===== src/rtl/gpio_bank_pkg.sv =====
package gpio_bank_pkg;
  localparam int PIN_CNT  = 29;
  localparam int PORT_W   = 8;
  localparam int ADDR_W   = 8;
  localparam int PORT_CNT = (PIN_CNT + PORT_W - 1) / PORT_W;

  typedef struct packed {
    logic [PORT_CNT-1:0] wrPort;
    logic [PORT_CNT-1:0] rdPort;
    logic [PORT_W-1:0]   wdata;
  } bankStrobe_t;
endpackage


===== src/rtl/gpio_bank_sync.sv =====
module gpio_bank_sync #(
  parameter int WIDTH  = 8,
  parameter int STAGES = 2
) (
  input  logic             clk,
  input  logic             rstN,
  input  logic [WIDTH-1:0] asyncIn,
  output logic [WIDTH-1:0] syncOut
);
  logic [STAGES-1:0][WIDTH-1:0] stageQ;

  always_ff @(posedge clk or negedge rstN) begin
    if (!rstN) stageQ <= '0;
    else begin
      stageQ[0] <= asyncIn;
      for (int s = 1; s < STAGES; s++) stageQ[s] <= stageQ[s-1];
    end
  end

  assign syncOut = stageQ[STAGES-1];

  logic [1:0] edgeCnt;
  always_ff @(posedge clk or negedge rstN) begin
    if (!rstN) edgeCnt <= '0;
    else if (edgeCnt != 2'd2) edgeCnt <= edgeCnt + 2'd1;
  end


  sync_delay_chk: assert property (@(posedge clk) disable iff (!rstN)
    (STAGES == 2 && edgeCnt == 2'd2) |-> syncOut == $past(asyncIn, 2));
endmodule


===== src/rtl/gpio_bank_ctrl.sv =====
module gpio_bank_ctrl
  import gpio_bank_pkg::*;
#(
  parameter logic [PORT_CNT-1:0][ADDR_W-1:0] PORT_OFFS = {8'h0A, 8'h08, 8'h04, 8'h00}
) (
  input  logic              clk,
  input  logic              rstN,
  input  logic              busEn,
  input  logic              busWr,
  input  logic [ADDR_W-1:0] busAddr,
  input  logic [PORT_W-1:0] busWdata,
  output bankStrobe_t       strobes
);
  always_comb begin
    strobes.wdata = busWdata;
    for (int p = 0; p < PORT_CNT; p++) begin
      strobes.wrPort[p] = busEn && busWr  && (busAddr == PORT_OFFS[p]);
      strobes.rdPort[p] = busEn && !busWr && (busAddr == PORT_OFFS[p]);
    end
  end


  no_idle_strobe_chk: assert property (@(posedge clk) disable iff (!rstN)
    !busEn |-> (strobes.wrPort == '0 && strobes.rdPort == '0));

  one_port_chk: assert property (@(posedge clk) disable iff (!rstN)
    $onehot0({strobes.wrPort, strobes.rdPort}));
endmodule


===== src/rtl/gpio_bank_dp.sv =====
module gpio_bank_dp
  import gpio_bank_pkg::*;
(
  input  logic               clk,
  input  logic               rstN,
  input  bankStrobe_t        strobes,
  input  logic [PIN_CNT-1:0] cfgOutEn,
  input  logic [PIN_CNT-1:0] cfgPushPull,
  input  logic [PIN_CNT-1:0] cfgPullUp,
  input  logic [PIN_CNT-1:0] padIn,
  output logic [PIN_CNT-1:0] padOut,
  output logic [PIN_CNT-1:0] padOe,
  output logic [PIN_CNT-1:0] padPu,
  output logic [PORT_W-1:0]  busRdata
);
  logic [PIN_CNT-1:0] latchQ, latchD, pinSync, rdBits;
  logic [PORT_CNT-1:0][PORT_W-1:0] portRd;

  always_comb begin
    latchD = latchQ;
    for (int i = 0; i < PIN_CNT; i++)
      if (strobes.wrPort[i / PORT_W]) latchD[i] = strobes.wdata[i % PORT_W];
  end

  always_ff @(posedge clk or negedge rstN) begin
    if (!rstN) latchQ <= '0;
    else       latchQ <= latchD;
  end

  gpio_bank_sync #(.WIDTH(PIN_CNT), .STAGES(2)) uSync (
    .clk(clk), .rstN(rstN), .asyncIn(padIn), .syncOut(pinSync)
  );

  assign padOut = latchQ & cfgPushPull;
  assign padOe  = cfgOutEn & (cfgPushPull | ~latchQ);
  assign padPu  = cfgPullUp;
  assign rdBits = (cfgOutEn & latchQ) | (~cfgOutEn & pinSync);

  for (genvar p = 0; p < PORT_CNT; p++) begin : gPort
    localparam int LO = p * PORT_W;
    localparam int HI = (LO + PORT_W > PIN_CNT) ? PIN_CNT - 1 : LO + PORT_W - 1;
    assign portRd[p] = PORT_W'(rdBits[HI:LO]);


    port_load_chk: assert property (@(posedge clk) disable iff (!rstN)
      strobes.wrPort[p] |=> latchQ[HI:LO] == $past(strobes.wdata[HI-LO:0]));

    port_hold_chk: assert property (@(posedge clk) disable iff (!rstN)
      !strobes.wrPort[p] |=> $stable(latchQ[HI:LO]));
  end

  always_comb begin
    busRdata = '0;
    for (int p = 0; p < PORT_CNT; p++)
      if (strobes.rdPort[p]) busRdata = busRdata | portRd[p];
  end


  tristate_chk: assert property (@(posedge clk) disable iff (!rstN)
    (padOe & ~cfgOutEn) == '0);

  od_no_high_chk: assert property (@(posedge clk) disable iff (!rstN)
    (padOe & padOut & ~cfgPushPull) == '0);

  idle_read_chk: assert property (@(posedge clk) disable iff (!rstN)
    (strobes.rdPort == '0) |-> busRdata == '0);
endmodule


===== src/rtl/gpio_bank.sv =====
module gpio_bank
  import gpio_bank_pkg::*;
#(
  parameter logic [PORT_CNT-1:0][ADDR_W-1:0] PORT_OFFS = {8'h0A, 8'h08, 8'h04, 8'h00}
) (
  input  logic               clk,
  input  logic               rstN,
  input  logic               busEn,
  input  logic               busWr,
  input  logic [ADDR_W-1:0]  busAddr,
  input  logic [PORT_W-1:0]  busWdata,
  output logic [PORT_W-1:0]  busRdata,
  input  logic [PIN_CNT-1:0] cfgOutEn,
  input  logic [PIN_CNT-1:0] cfgPushPull,
  input  logic [PIN_CNT-1:0] cfgPullUp,
  input  logic [PIN_CNT-1:0] padIn,
  output logic [PIN_CNT-1:0] padOut,
  output logic [PIN_CNT-1:0] padOe,
  output logic [PIN_CNT-1:0] padPu
);
  bankStrobe_t strobes;

  gpio_bank_ctrl #(.PORT_OFFS(PORT_OFFS)) uCtrl (
    .clk(clk), .rstN(rstN), .busEn(busEn), .busWr(busWr),
    .busAddr(busAddr), .busWdata(busWdata), .strobes(strobes)
  );

  gpio_bank_dp uDp (
    .clk(clk), .rstN(rstN), .strobes(strobes),
    .cfgOutEn(cfgOutEn), .cfgPushPull(cfgPushPull), .cfgPullUp(cfgPullUp),
    .padIn(padIn), .padOut(padOut), .padOe(padOe), .padPu(padPu),
    .busRdata(busRdata)
  );
endmodule


===== config.mk =====
export PLATFORM = sky130hd
export DESIGN_NAME = gpio_bank
export DESIGN_NICKNAME = d
export VERILOG_FILES = /design/src/rtl/gpio_bank_pkg.sv /design/src/rtl/gpio_bank_sync.sv /design/src/rtl/gpio_bank_ctrl.sv /design/src/rtl/gpio_bank_dp.sv /design/src/rtl/gpio_bank.sv
export SDC_FILE = /design/constraint.sdc
export NUM_CORES = 1
export LEC_CHECK = 0
export BUFFER_PORTS_ARGS = -buffer_cell sky130_fd_sc_hd__buf_4
export CELL_PAD_IN_SITES_DETAIL_PLACEMENT = 2
export CELL_PAD_IN_SITES_GLOBAL_PLACEMENT = 2
export CORE_MARGIN = 2
export CORE_UTILIZATION = 28
export DETAILED_ROUTE_END_ITERATION = 12
export PLACE_DENSITY = 0.83
export SETUP_SLACK_MARGIN = 0.3
export SLEW_MARGIN = 5
export SYNTH_ARGS = -nofsm -noshare
export SYNTH_HDL_FRONTEND = slang
export SYNTH_SLANG_ARGS = --single-unit

===== constraint.sdc =====
create_clock -name clk -period 2.8 [get_ports clk]
set_input_delay 0.28 -clock clk [delete_from_list [all_inputs] [get_ports clk]]
set_output_delay 0.28 -clock clk [all_outputs]
set_load 0.02 [all_outputs]

# == Word level (Yosys, flattened, before mapping) ==
# Index checks and enable logic that the tools add are counted.
# Widths: inputs -> output; s select.
# totals
register_bits,87
inputBits,136
wordCells,36
out_inout_bits,95
# classes
n_reduce_logical,12
eq_ne,3
muxes,4
bitwise_logic,11
# ops
cell,count
$and 29x29->29,4
$not 29->29,2
$or 29x29->29,2
$mux 8,4
$eq 8x4->1 const B,2
$or 8x8->8,2
$logic_and 1x1->1,10
$eq 8x3->1 const B,1
$logic_not 8->1,1
$or 8x5->8,1
$logic_not 1->1,1

# == Longest topological paths before layout ==
# Gate-level depths: netlist (run 1).
# depth
depth_word,10
ltp_mapped,5
depth_no_buf,4

# == Hierarchy ==
# Synthesis (run 1) repeated with hierarchy kept, for this count alone.
# unflattened
hier_cells,341
hier_area_um2,4108.9
# modules_own_cells
module,area_each_um2,cells_each,instances,seq_area_each_um2
gpio_bank_dp,2278.4,230,1,725.7
gpio_bank_sync,1669.1,87,1,1451.4
gpio_bank_ctrl,161.4,24,1,0.0

# == Least setup slack after synthesis (run 1) ==
# OpenSTA, ideal clock, no wires.
# synth_timing
path_kind,input port to output port
startpoint,in busAddr[5]
endpoint,out busRdata[5]
path_slack_ps,681
t_required_ps,2520
path_buffers,1
arrival_ps,1839
cell_stages,5
cell_sequence,or4b_4 > buf_6 > nor3_4 > nand2_1 > o21ai_0
# synth_via
elab_chain_len,9
elab_cells_between_ends,15
classes_between,eq/ne (3); mux (4); bitwise (3); reduce/logical (5)
# synth_lines
element,line_no,source
from (decl),gpio_bank.sv:10,"input logic [ADDR_W-1:0] busAddr,"
$logic_not 8->1,gpio_bank_ctrl.sv:18,strobes.rdPort[p] = busEn && !busWr && (busAddr == PORT_OFFS[p]);
$logic_and 1x1->1,gpio_bank_ctrl.sv:18,
$mux 8,gpio_bank_dp.sv:55,if (strobes.rdPort[p]) busRdata = busRdata | portRd[p];
$or 8x8->8,gpio_bank_dp.sv:55,
$mux 8,gpio_bank_dp.sv:55,
$or 8x8->8,gpio_bank_dp.sv:55,
$mux 8,gpio_bank_dp.sv:55,
$or 8x5->8,gpio_bank_dp.sv:55,
$mux 8 *,gpio_bank_dp.sv:55,
to (decl),gpio_bank.sv:12,"output logic [PORT_W-1:0] busRdata,"
# Every way passes the cells marked *; elsewhere a longest branch is shown, timed or not.

# == Final worst setup path (run 1) ==
# layout_timing
startpoint,in busAddr[5]
endpoint,out busRdata[3]
# The elaborated chain is that of the path after synthesis.

==> impl_metrics.py, run 1 <==
metrics = {
    "outcome": {
        "status": "completed",
    },
    "yosys": {
        "yosysWarnings": 0,
        "syn-mean-instance-area_um2": 12.5,
        "synth_fp_nets": 448,
        "yosysUniqueCellTypes": 30,
        "synth_seq_area_share_pct": 55.8,
        "syn-instance-count": 312,
        "ys_ff_latch": 87,
        "synthesis.area_um2": 3900,
    },
    "routing": {
        "firstDrtPassIters": 5,
        "ant_nets": 0,
        "drc": 0,
        "avgRoutedWirePerCell_um": 18.2,
        "vias_per_cell": 4.46,
        "drt_iter0_drc": 48,
        "wl_um": 11900,
        "vias": 2925,
    },
    "global_route": {
        "grt_pass1_vias": 3370,
        "antenna_found_initial": 1,
        "grt_pass1_wl_um": 18300,
        "grt_max_degree": 49,
        "grt.overflow.total": 0,
        "grt_usage_pct": 16.5,
    },
    "sta": {
        "post-route-period-util_pct": 86.1,
        "fin_crit_ps": 2410,
        "tightest_slew_ps": 613,
        "hold_slack_ps": 42.1,
        "finalSetupViolCount": 0,
        "skew_ps": 6.93,
        "slew_headroom_pct": 59.1,
        "max_freq_ghz": 0.415,
        "finalHoldViolations": 0,
        "tns_ps": 0,
        "rsz0062_at_grt": "no",
        "drv_slew": 0,
    },
    "power": {
        "power_density_nw_per_um2": 545,
        "power_leakage_nw": 2.89,
        "peakVddDrop_uv": 188,
        "total_power_w": 0.00304,
    },
    "die": {
        "die_w_um": 122,
        "coreArea_um2": 13700,
        "ios": 231,
        "die_y_um": 122,
        "initial_core_util_pct": 28.4,
        "rows": 43,
        "die_area_um2": 14900,
    },
    "placement": {
        "globalplace.congestion": 0.758,
        "placed_area_um2": 5210,
        "dp_hpwl_um": 9450,
        "io_buffers": 172,
    },
    "worst_setup_path": {
        "worstSetupPathType": "input port to output port",
        "crit_arrival_ps": 2130,
        "crit_path_max_fanout": 7,
        "critical_path_required_ps": 2520,
        "reg2reg_depth": 1,
        "setup.worst_path.start_class": "input port",
        "end_kind": "output port",
    },
    "cells_and_area": {
        "design_area_um2": 5580,
        "layout_commonest_cell": "buf_4",
        "layout.nets": 606,
        "final_cell_mix": "buf_4 (178), dfrtp_1 (87), inv_1 (31)",
        "syn_to_final_growth_pct": 43.0,
        "drive_gt1_share_pct": 49.5,
    },
    "clocking": {
        "cts_made_buffers": 9,
        "clk_latency_ps": 340,
        "htreeDepth": 3,
        "cts.sinks": 87,
        "clkTransAtPathRegs_ps": 70,
        "ctsResizeCount": 0,
        "clock_tree.root_cell": "clkbuf_16",
        "cts_tree": "yes",
        "clk_path_buf_depth": 2,
    },
    "hold_path": {
        "hold_class": "input port to register",
        "hold_depth": 1,
    },
    "flow_run": {
        "max_cap_violations": 0,
    },
}
## through the flow
step	setup slack (ps)	utilization [%]	std cells
after floorplan	681	-	312
after global routing	333	40.6	655
after CTS	374	40.5	653
final	388	40.7	656
after global placement	455	38.0	636
after detailed placement	410	38.0	636
## state kept, by name, indices dropped and copies added (netlist names)
signal / cells
uDp.latchQ: 29
uDp.uSync.stageQ: 29
uDp.uSync.syncOut: 29
## cells by family (layout without fill, tap and decap cells)
| kind of cell | count (synthesis) | after routing | share of synthesized area (%) |
|---|---|---|---|
| DFF | 87 | 87 | 55.8 |
| buffers and inverters | 63 | 226 | 9.04 |
| muxes | 58 | 58 | 16.7 |
| and+or+nand+nor | 58 | 58 | 10.1 |
| AOI/OAI and AO/OA | 46 | 46 | 8.40 |
| other | 0 | 1 | 0 |
## worst max-delay path: stages
cell     delay, ps
buf_4          110
or4b_4         620
nor3_4         280
nand2_1        330
o21ai_0        320
buf_4          190
## area by class of cell
class	count	area, µm²
Multi-Input combinational cell	162	1370
Timing Repair Buffer	179	1350
Tap cell	180	225
Fill cell	1442	8140
Antenna cell	1	2.50
Sequential cell	87	2180
Inverter	31	116
Clock inverter	5	106
Clock buffer	11	233
## synthesized netlist by cell type
library cell  number  area share, %
mux2_4             8            3.1
nor4_2             1           0.32
and2b_1            1           0.19
mux2_2            25            7.2
o22ai_1            8            1.3
or3b_2             1           0.22
nor3_1             3           0.38
nand2_1           11            1.1
and2_1            29            4.6
nor3_4             1           0.42
or4bb_1            1           0.29
inv_1             31            3.0
or3_1              2           0.32
nand2_4            1           0.29
buf_6              1           0.29
nor4_4             1           0.55
clkbuf_1           2           0.19
a22oi_1            1           0.19
mux2i_1           25            6.4
a21boi_0          29            5.6
a221o_1            1           0.26
nor2_2             1           0.16
nor3_2             1           0.26
buf_4             29            5.6
nor2_1             1          0.096
or4b_4             1           0.35
dfrtp_1           87             56
o21ai_0            4           0.51
o211ai_1           3           0.58
nand3_2            2           0.51
## power by group
group / switching [W] / internal [W]
combinational: 0.000157 / 0.000182
clock: 0.000496 / 0.000874
sequential: 0.0000234 / 0.00131
total: 0.000676 / 0.00237
## what timing repair did
action,CTS,global route
setup endpoints to repair,0,1
endpoints found under the hold margin,46,0
setup buffers,0,2
hold buffers,1,0
## metal layers
layer	share of wire (%)	global-route usage (%)	up-vias
met5	0	0	-
met4	1.3	5.68	0
met3	7.1	4.59	14
met2	53	29.4	104
met1	39	19.0	1468
li1	-	-	1339
## path summary, 6_finish.rpt
check                      slack [ps]           startpoint                    to
max                               390           busAddr[5]           busRdata[3]
min                                40            padIn[11]  uDp.uSync.stageQ[11]
max reg2reg                      1990        uDp.latchQ[8]         uDp.latchQ[8]
min reg2reg                       350  uDp.uSync.stageQ[5]  uDp.uSync.syncOut[5]
max in group asynchronous        1560                 rstN  uDp.uSync.stageQ[10]
min in group asynchronous         500                 rstN   uDp.uSync.stageQ[0]
Note: power is estimated with default switching activity, not from simulation.
==> inputs of run 2 (changes only) <==
--- a/config.mk
+++ b/config.mk
@@ -5,13 +5,14 @@
 export SDC_FILE = /design/constraint.sdc
 export NUM_CORES = 1
 export LEC_CHECK = 0
+export ABC_AREA = 1
 export BUFFER_PORTS_ARGS = -buffer_cell sky130_fd_sc_hd__buf_4
 export CELL_PAD_IN_SITES_DETAIL_PLACEMENT = 2
 export CELL_PAD_IN_SITES_GLOBAL_PLACEMENT = 2
 export CORE_MARGIN = 2
-export CORE_UTILIZATION = 28
+export CORE_UTILIZATION = 26
 export DETAILED_ROUTE_END_ITERATION = 12
-export PLACE_DENSITY = 0.83
+export PLACE_DENSITY = 0.82
 export SETUP_SLACK_MARGIN = 0.3
 export SLEW_MARGIN = 5
 export SYNTH_ARGS = -nofsm -noshare
==> impl_metrics.py, run 2 <==
metrics = {
    "outcome": {
        "status": "completed",
    },
    "yosys": {
        "syn-instance-count": 475,
        "synthArstFlopShare_pct": 100,
        "synth_fp_nets": 611,
        "synth_edf_count": 0,
        "synth_top_area_share_pct": 51.6,
        "yosysTopAreaCell": "dfrtp_1",
        "ys_ff_latch": 87,
        "synthesis.area_um2": 4220,
        "ys.flop_type": "dfrtp_1",
        "syn-mean-instance-area_um2": 8.87,
        "netlist_top_cells_count": "inv_1 (110), nand2_1 (101), dfrtp_1 (87)",
        "synth_seq_area_share_pct": 51.6,
        "yosysUniqueCellTypes": 19,
        "yosysWarnings": 0,
        "synthTopCellsByArea": "dfrtp_1 (52%), inv_1 (9.8%), nand2_1 (9.0%)",
        "yosysMostFrequentCell": "inv_1",
    },
    "clocking": {
        "clk_latency_ps": 340,
        "clock_tree.root_cell": "clkbuf_16",
        "cts_made_buffers": 9,
        "clkTransAtPathRegs_ps": 60,
        "post_cts_buffers": 0,
        "htreeDepth": 3,
        "cts_tree": "yes",
        "clk_path_buf_depth": 2,
        "cts.sinks": 87,
    },
    "cells_and_area": {
        "n_antenna_cell": 0,
        "layout_commonest_cell": "buf_4",
        "layout.nets": 762,
        "syn_to_final_growth_pct": 37.5,
        "final_cell_mix": "buf_4 (173), inv_1 (110), nand2_1 (101)",
        "design_area_um2": 5800,
        "drive_gt1_share_pct": 37.4,
    },
    "global_route": {
        "grt_max_degree": 50,
        "grt_pass1_wl_um": 22200,
        "grt_pass1_vias": 4193,
        "grt_usage_pct": 16.5,
        "grt.overflow.total": 0,
        "antenna_found_initial": 0,
    },
    "power": {
        "switching_share_pct": 24.7,
        "pwr-share-clk_pct": 38.3,
        "power_frac_seq_pct": 48.6,
        "switchingPower_w": 0.000678,
        "p_int_w": 0.00207,
        "peakVddDrop_uv": 219,
        "power_density_nw_per_um2": 474,
        "power_frac_comb_pct": 13.1,
        "power_leakage_nw": 3.32,
    },
    "worst_setup_path": {
        "reg2reg_from": "uDp.latchQ[15]",
        "setup.worst_path.start_class": "register",
        "critical_path_required_ps": 2520,
        "crit_path_max_fanout": 1,
        "crit_arrival_ps": 1490,
        "reg2reg_depth": 2,
        "crit_path_top_delay_cell": "dfrtp_1",
        "max_stage_delay_ps": 340,
        "worstSetupPathType": "register to output port",
        "crit_start": "uDp.uSync.syncOut[6]",
        "crit_chain": "inv_1 -> o21ai_0 -> nand3_1 -> nand2_1 -> inv_1 -> nand2_1 -> buf_4",
        "end_kind": "output port",
    },
    "placement": {
        "dp_hpwl_um": 11300,
        "placed_area_um2": 5540,
        "globalplace.congestion": 0.720,
        "io_buffers": 172,
    },
    "sta": {
        "max_freq_ghz": 0.565,
        "skew_ps": 4.24,
        "fin_crit_ps": 1770,
        "finalHoldViolations": 0,
        "finalSetupViolCount": 0,
        "rsz0062_at_grt": "no",
        "drv_slew": 0,
        "slew_headroom_pct": 55.8,
        "tns_ps": 0,
        "tightest_slew_ps": 662,
        "post-route-period-util_pct": 63.2,
    },
    "die": {
        "die_area_um2": 17200,
        "initial_core_util_pct": 26.5,
        "die_w_um": 131,
        "die_y_um": 131,
        "rows": 46,
        "coreArea_um2": 15900,
        "ios": 231,
    },
    "routing": {
        "vias_per_cell": 4.37,
        "vias": 3691,
        "firstDrtPassIters": 4,
        "drc": 0,
        "wl_um": 13800,
        "drt_iter0_drc": 102,
        "avgRoutedWirePerCell_um": 16.3,
        "ant_nets": 0,
    },
    "hold_path": {
        "hold_depth": 1,
        "hold_class": "input port to register",
        "timing.hold.worst.start": "padIn[21]",
    },
    "flow_run": {
        "max_cap_violations": 0,
    },
}
## run 2: changes by cell type after synthesis, moves of 5 or more
cell     delta
and2_1     -29
mux2_4      -8
nand2_1    +90
nand3_1    +29
o21ai_1     +5
mux2i_1    -25
nand2_2    +10
o21ai_0    +22
o22ai_1     -8
mux2_2     -22
inv_1      +79
o21ai_2    +24
## run 2: worst paths after layout
path,to,slack [ps]
hold / removal,uDp.uSync.stageQ[21],40
setup / recovery,busRdata[6],1030
min in group asynchronous,uDp.uSync.stageQ[6],500
hold reg to reg,uDp.uSync.syncOut[25],350
setup reg to reg,uDp.latchQ[15],2090
max in group asynchronous,uDp.uSync.stageQ[11],1610
## run 2: metrics by stage
stage | hold WS [ps] | worst slack, ps | std cells | total power [W] | util [%]
floorplan | -15.6 | 1430 | 475 | 0.00154 | -
global placement | 332 | 1150 | 830 | 0.00171 | 34.9
detailed placement | 336 | 1100 | 830 | 0.00173 | 34.9
CTS | 26.9 | 970 | 845 | 0.00280 | 36.5
global route | 27.0 | 959 | 845 | 0.00289 | 36.5
finish | 43.3 | 1030 | 845 | 0.00275 | 36.5
## run 2: layer usage
layer | GRT usage [%] | vias up | part of all wire, %
met3 | 5.21 | 34 | 7.4
li1 | - | 1709 | -
met2 | 31.2 | 127 | 54
met5 | 0 | - | 0
met1 | 16.8 | 1821 | 36
met4 | 6.70 | 0 | 2.1
## run 2: cell type report
type / instances / area, µm²
clock buffers: 12 / 236
clock inverters: 2 / 10.0
fillers: 1829 / 10100
inverters: 110 / 413
multi-input cells: 243 / 1360
flip-flops and latches: 87 / 2180
well taps: 216 / 270
repair buffers: 175 / 1330
## run 2: what timing repair did
item                                   CTS  global route
hold buffers                             1             0
endpoints found under the hold margin   18             0
gates resized for setup                  0             0
## run 2: cells by family after synthesis
logic type | Yosys count | synth area share (%)
buf+inv | 145 | 16.1
flops | 87 | 51.6
simple gates | 156 | 17.6
compound gates | 84 | 13.8
mux | 3 | 0.801
## run 2: worst max-delay path, delay by kind of cell (launching register included)
kind	cells	cell delay (ps)
buffers and inverters	3	230
DFF	1	340
AOI/OAI and AO/OA	1	320
and+or+nand+nor	3	260
## run 2: power by group through the flow
stage / clock network, W / registers, W / logic [W]
6_report: 0.00105 / 0.00134 / 0.000359
3_5_place_dp: 0 / 0.00136 / 0.000367
3_3_place_gp: 0 / 0.00135 / 0.000352
2_1_floorplan: 0 / 0.00135 / 0.000190
4_1_cts: 0.00110 / 0.00134 / 0.000371
5_1_grt: 0.00115 / 0.00134 / 0.000396
